<file path="config.mk">
export PLATFORM = sky130hd
export DESIGN_NAME = elastic_store_writer
export DESIGN_NICKNAME = d
export VERILOG_FILES = /design/src/rtl/elastic_store_writer_pkg.sv /design/src/rtl/ew_input_stage.sv /design/src/rtl/ew_wr_ctrl.sv /design/src/rtl/ew_bank.sv /design/src/rtl/elastic_store_writer.sv
export SDC_FILE = /design/constraint.sdc
export NUM_CORES = 1
export LEC_CHECK = 0
export BUFFER_PORTS_ARGS = -buffer_cell sky130_fd_sc_hd__buf_2
export CAP_MARGIN = 20
export CORE_UTILIZATION = 54
export CTS_CLUSTER_SIZE = 8
export DETAILED_ROUTE_END_ITERATION = 6
export PLACE_DENSITY = 0.79
export SETUP_SLACK_MARGIN = 0.3
export SLEW_MARGIN = 20
export SYNTH_ARGS = -nofsm -noshare
export SYNTH_HDL_FRONTEND = slang
export SYNTH_HIERARCHICAL = 1
export SYNTH_SLANG_ARGS = --single-unit
</file>
<file path="constraint.sdc">
create_clock -name clk -period 4.1 [get_ports clk]
set_clock_uncertainty 0.1 [all_clocks]
set_input_delay 0.205 -clock clk [delete_from_list [all_inputs] [get_ports clk]]
set_output_delay 0.205 -clock clk [all_outputs]
set_load 0.03 [all_outputs]
</file>
<file path="src/rtl/elastic_store_writer_pkg.sv">
package elastic_store_writer_pkg;

    // Controller state: is a real bit present in the input holding stage?
    typedef enum logic [0:0] {
        WR_EMPTY  = 1'b0,
        WR_STREAM = 1'b1
    } wr_state_t;

endpackage

</file>
<file path="src/rtl/ew_input_stage.sv">
module ew_input_stage (
    input  logic clk,
    input  logic rst_n,
    input  logic take,
    input  logic din,
    output logic held
);

    always_ff @(posedge clk) begin
        if (!rst_n) begin
            held <= 1'b0;
        end else if (take) begin
            held <= din;
        end
    end

endmodule

</file>
<file path="src/rtl/ew_wr_ctrl.sv">
module ew_wr_ctrl
    import elastic_store_writer_pkg::*;
#(
    parameter int unsigned ADDR_W     = 4,
    parameter int unsigned PRESET_VAL = 10
) (
    input  logic              clk,
    input  logic              rst_n,
    input  logic              strobe,
    input  logic              init,
    output logic              take,
    output logic              wr_en,
    output logic [ADDR_W-1:0] wr_addr
);

    localparam logic [ADDR_W-1:0] PRESET_ADDR = PRESET_VAL[ADDR_W-1:0];

    wr_state_t state_q;
    wr_state_t state_d;

    // init always overrides the strobe
    assign take = strobe && !init;

    // state register
    always_ff @(posedge clk) begin
        if (!rst_n) begin
            state_q <= WR_EMPTY;
        end else begin
            state_q <= state_d;
        end
    end

    // next state
    always_comb begin
        state_d = state_q;
        unique case (state_q)
            WR_EMPTY:  if (take) state_d = WR_STREAM;
            WR_STREAM: state_d = WR_STREAM;
            default:   state_d = WR_EMPTY;
        endcase
    end

    // outputs
    always_comb begin
        wr_en = 1'b0;
        unique case (state_q)
            WR_EMPTY:  wr_en = 1'b0;
            WR_STREAM: wr_en = take;
            default:   wr_en = 1'b0;
        endcase
    end

    // free-running write pointer with preset
    always_ff @(posedge clk) begin
        if (!rst_n) begin
            wr_addr <= '0;
        end else if (init) begin
            wr_addr <= PRESET_ADDR;
        end else if (strobe) begin
            wr_addr <= wr_addr + 1'b1;
        end
    end

endmodule

</file>
<file path="src/rtl/ew_bank.sv">
module ew_bank #(
    parameter int unsigned IDX_W = 3,
    localparam int unsigned DEPTH = 1 << IDX_W
) (
    input  logic             clk,
    input  logic             we,
    input  logic [IDX_W-1:0] idx,
    input  logic             bit_in,
    output logic [DEPTH-1:0] q
);

    // storage is deliberately not reset
    always_ff @(posedge clk) begin
        if (we) begin
            q[idx] <= bit_in;
        end
    end

endmodule

</file>
<file path="src/rtl/elastic_store_writer.sv">
module elastic_store_writer #(
    parameter int unsigned ADDR_W     = 4,
    parameter int unsigned PRESET_VAL = 10,
    localparam int unsigned IDX_W     = ADDR_W - 1,
    localparam int unsigned BANK_W    = 1 << IDX_W
) (
    input  logic              clk,
    input  logic              rst_n,
    input  logic              din,
    input  logic              strobe,
    input  logic              init,
    output logic [BANK_W-1:0] bank_lo,
    output logic [BANK_W-1:0] bank_hi,
    output logic [ADDR_W-1:0] wr_addr
);

    logic              take;
    logic              wr_en;
    logic              held;
    logic [BANK_W-1:0] bank_q [2];

    ew_wr_ctrl #(
        .ADDR_W     (ADDR_W),
        .PRESET_VAL (PRESET_VAL)
    ) u_ctrl (
        .clk     (clk),
        .rst_n   (rst_n),
        .strobe  (strobe),
        .init    (init),
        .take    (take),
        .wr_en   (wr_en),
        .wr_addr (wr_addr)
    );

    ew_input_stage u_in (
        .clk   (clk),
        .rst_n (rst_n),
        .take  (take),
        .din   (din),
        .held  (held)
    );

    for (genvar b = 0; b < 2; b++) begin : g_bank
        logic bank_we;
        assign bank_we = wr_en && (wr_addr[ADDR_W-1] == 1'(b));
        ew_bank #(
            .IDX_W (IDX_W)
        ) u_bank (
            .clk    (clk),
            .we     (bank_we),
            .idx    (wr_addr[IDX_W-1:0]),
            .bit_in (held),
            .q      (bank_q[b])
        );
    end

    assign bank_lo = bank_q[0];
    assign bank_hi = bank_q[1];

endmodule

</file>
==> Word level (Yosys, flattened, before mapping) <==
Cells that the tools add are included.
{ "classes": {"bitwise": 3, "reduce_logical": 7, "addsub": 1, "muxes": 9, "magnitude_cmp": 2} }
{ "op_table": {"columns": ["op", "n"], "rows": [
  ["8-bit bitwise mux", 2],
  ["4-bit two-way mux", 2],
  ["4-bit by 1-bit adder with 4-bit output (second input constant)", 1],
  ["1-bit logical AND", 4],
  ["3-bit by 4-bit < comparator with 1-bit output (second input constant)", 1],
  ["1-bit one-hot mux with 2 select lines", 2],
  ["1-bit demux with 3-bit select", 1],
  ["3-bit by 1-bit >= comparator with 1-bit output (second input constant)", 1],
  ["1-bit NOT", 3],
  ["1-bit two-way mux", 2],
  ["2-bit nonzero test", 1],
  ["2-bit OR reduction", 1],
  ["1-bit zero test", 1]
]} }
{ "totals": {"inputBits": 5, "word_cells": 28, "regBits": 22} }

==> Logic depth before layout (Yosys ltp) <==
{ "depth": {"ltp_word": 5, "ltp_mapped": 4, "depth_no_buf": 4} }

==> By module <==
Netlist, hierarchy kept.
{ "modules_own_cells": {"columns": ["mod", "n_inst", "cells_each", "area_each_um2"], "rows": [
  ["ew_bank", 2, 16, 336.6],
  ["ew_wr_ctrl", 1, 20, 215.2],
  ["ew_input_stage", 1, 3, 36.3],
  ["elastic_store_writer", 1, 2, 16.3]
]} }

==> Worst setup path before layout <==
OpenSTA, ideal clock, no wires.
{ "synth_timing": {"path_type": "register to register", "start": "register u_ctrl.wr_addr[0]", "end": "register u_ctrl.wr_addr[1]", "required_ns": 3.885, "t_arrival_ns": 1.470, "slack_ns": 2.416, "path_stages_with_launch": 4, "path_buffers": 0, "synth_period_minus_slack_ns": 1.684, "cell_sequence": "dfxtp_1 ha_1 mux2_4 o21a_1"} }
{ "synth_between": {"elab_chain_cells": 3} }
{ "synth_rtl": {"columns": ["element", "line", "source"], "rows": [
  ["start, declared", "ew_wr_ctrl.sv:13", "output logic [ADDR_W-1:0] wr_addr"],
  ["start signal, assigned", "ew_wr_ctrl.sv:60", "wr_addr <= wr_addr + 1'b1;"],
  ["4-bit by 1-bit adder with 4-bit output", "ew_wr_ctrl.sv:60", null],
  ["4-bit two-way mux", "ew_wr_ctrl.sv:59", "end else if (strobe) begin"],
  ["4-bit two-way mux", "ew_wr_ctrl.sv:57", "end else if (init) begin"]
]} }
Every way passes these cells. The select of a mux whose other input is x is not followed.
A chain may end at the register's enable or synchronous reset.

==> Worst setup path in the final report <==
{ "layout_timing": {"start": "register u_ctrl.wr_addr[1]", "end": "register u_ctrl.wr_addr[1]"} }
Same word-level chain as after synthesis.

==> results.py <==
metrics = {
    "logic_synthesis": {
        "syn-cell-area_um2": 941,
        "avgSynthCellArea_um2": 16.5,
        "ys_ff_latch": 22,
        "synth_nets": 63,
        "synth.distinct_cells": 20,
        "ys_seq_area_share_pct": 63.8,
        "netlist_instances": 57,
        "yosys_warnings": 6,
    },
    "worst_hold_path": {
        "hp-start": "init",
        "hold_end": "u_ctrl/wr_addr[3]$_SDFFE_PN0P_",
        "hold_class": "in2reg",
        "hold_depth": 2,
    },
    "setup_path": {
        "r2r_setup_slack_ps": 2470,
        "timing.rr.start": "u_ctrl/wr_addr[1]$_SDFFE_PN0P_",
        "slowest_stage": "dfxtp_1",
        "rr_worst_depth": 3,
        "slowest_delay_ps": 670,
        "path_max_fanout": 20,
        "start_kind": "flop",
        "crit_arrival_ps": 1720,
        "end_kind": "flop",
        "worst_ep_required_time_ps": 4190,
        "critPathBufInv": 0,
        "crit_chain": "ha_1 > mux2_4 > o21a_1",
        "critPathTopFamily": "flip-flops",
        "path_class": "reg2reg",
        "r2r_end": "u_ctrl/wr_addr[1]$_SDFFE_PN0P_",
    },
    "global_route": {
        "grt.overflow.total": 0,
        "gr-usage-all-layers_pct": 14.2,
        "grt_pass1_wl_mm": 1.95,
        "grt.met2_usage_pct": 25.4,
        "grt_pass1_vias": 481,
        "grt_antenna_before_repair": 0,
        "grt_max_degree": 21,
        "busiest_layer": "met2",
        "met1_usage_pct": 16.9,
        "met3_usage_pct": 2.50,
    },
    "drt": {
        "antenna_left": 0,
        "dr.pass1.iters": 6,
        "initialDrtViolationCount": 18,
        "wl_per_cell_um": 12.3,
        "drc": 4,
        "totalWireLength_mm": 1.25,
        "via_count": 552,
        "vias_per_cell": 5.47,
    },
    "sta": {
        "min_period_ps": 1630,
        "hold_viol": 0,
        "slew_headroom_pct": 64.3,
        "holdWs_ps": 58.0,
        "timing.final.crit_share_pct": 39.7,
        "rsz0062_at_grt": "false",
        "slew_viol_final": 0,
        "setup_viol": 0,
        "worstMarginPinSlew_ps": 534,
        "fin_setup_tns_ps": 0,
        "timing.fmax_mhz": 614,
    },
    "floorplanning": {
        "start_util_pct": 60.4,
        "rows": 14,
        "core_area_um2": 1560,
        "die_width_um": 43.7,
        "die_h_um": 43.7,
        "io_pins": 25,
        "die-area_um2": 1910,
    },
    "clock_tree": {
        "insertion_delay_ps": 290,
        "cts_buffer_depth": 2,
        "clockRootBuffer": "clkbuf_4",
        "cts_hold_buf": 0,
        "htreeDepth": 1,
        "cts_inserted_buffers": 3,
        "cts_tree": "done",
        "cts_resized": 0,
        "clk_pin_slew_ps": 100,
        "cts.sinks": 22,
        "post_cts_buffers": 0,
    },
    "placed_design": {
        "place_congestion": 0.667,
        "place_hpwl_um": 848,
        "port-buffer-count": 24,
    },
    "pwr": {
        "finalPower_mw": 0.369,
        "power.density_nw_per_um2": 333,
        "power_leakage_nw": 0.439,
        "peakVddDrop_uv": 244,
    },
    "outcome": {
        "violations": "DRC",
        "status": "complete, but fails checks",
    },
    "cells_and_area": {
        "nFillCells": 120,
        "area_growth_syn_to_layout_pct": 17.7,
        "multiInputGateArea_um2": 340,
        "most-common-layout-cells": "24 x buf_2, 16 x edfxtp_1, 6 x and4bb_2, 6 x and4b_2, 6 x dfxtp_1",
        "layout.area.seq_um2": 601,
        "fin_util_pct": 71.0,
        "fin_nets": 92,
        "n_antenna_cell": 0,
        "layout_commonest_cell": "buf_2",
        "drive_above_1_share_pct": 55.3,
    },
    "run": {
        "drv_cap": 0,
    },
}
## registers in the layout (all words and copies together), names as in the netlist
register	flops
u_in/held	1
g_bank.u_bank/q	16
u_ctrl/state_q	1
u_ctrl/wr_addr	4
## metal layers
layer	routed length, um	share of wire, %
met5	0	0
met4	16	1.3
met3	53	4.3
met2	620	50
met1	555	45
## report_power, final
| part | internal [mW] | switching (mW) |
|---|---|---|
| registers | 0.241 | 0.00910 |
| logic | 0.0120 | 0.0112 |
| clock network | 0.0378 | 0.0578 |
## cell usage after synthesis
cell       n  share of area [%]
dfxtp_1    6                 13
o21a_1     3                2.4
and2_1     1               0.67
nand4_1    1               0.67
xor2_1     1               0.93
edfxtp_1  16                 51
and4_2     2                2.1
and4bb_2   6                8.0
nand2_1    1               0.40
ha_1       1                1.3
mux2i_1    1                1.1
and2b_2    2                1.9
nor4b_2    2                3.2
and2_2     1               0.80
nor2_1     2               0.80
nor2b_1    1               0.67
xnor2_1    2                1.9
and4b_2    6                7.2
nand2b_1   1               0.67
mux2_4     1                1.6
## cells by family (layout without fill, tap and decap cells)
| kind of cell | after synthesis | count (layout) | synth area share [%] |
|---|---|---|---|
| mux | 2 | 2 | 2.66 |
| xor+xnor | 3 | 3 | 2.79 |
| simple gates | 26 | 26 | 27.0 |
| buf+inv | 0 | 28 | 0 |
| flops | 22 | 22 | 63.8 |
| fa+ha+maj | 1 | 1 | 1.33 |
| compound gates | 3 | 3 | 2.39 |
## worst max path at each step
stage,slack [ps],end,start,cells past startpoint
2_1_floorplan,2420,u_ctrl/wr_addr[1]$_SDFFE_PN0P_,u_ctrl/wr_addr[0]$_SDFFE_PP0P_,3
3_3_place_gp,2540,u_ctrl/wr_addr[1]$_SDFFE_PN0P_,u_ctrl/wr_addr[0]$_SDFFE_PP0P_,3
3_5_place_dp,2480,u_ctrl/wr_addr[1]$_SDFFE_PN0P_,u_ctrl/wr_addr[1]$_SDFFE_PN0P_,3
4_1_cts,2460,u_ctrl/wr_addr[1]$_SDFFE_PN0P_,u_ctrl/wr_addr[1]$_SDFFE_PN0P_,3
5_1_grt,2370,u_ctrl/wr_addr[1]$_SDFFE_PN0P_,u_ctrl/wr_addr[1]$_SDFFE_PN0P_,3
6_report,2470,u_ctrl/wr_addr[1]$_SDFFE_PN0P_,u_ctrl/wr_addr[1]$_SDFFE_PN0P_,3
## area by class of cell
class | instances | share of cell area (%)
multi-input cells | 35 | 30.7
flip-flops and latches | 22 | 54.2
repair buffers | 24 | 10.8
well taps | 16 | 1.81
clock buffers | 4 | 2.37
## through the flow
stage	instances	cell area, um2	setup slack (ps)
CTS	101	1110	2460
detailed placement	97	1080	2480
global route	101	1110	2370
global placement	97	1080	2540
finish	101	1110	2470
floorplan	57	941	2420
Power figures use the tool's default switching activity.
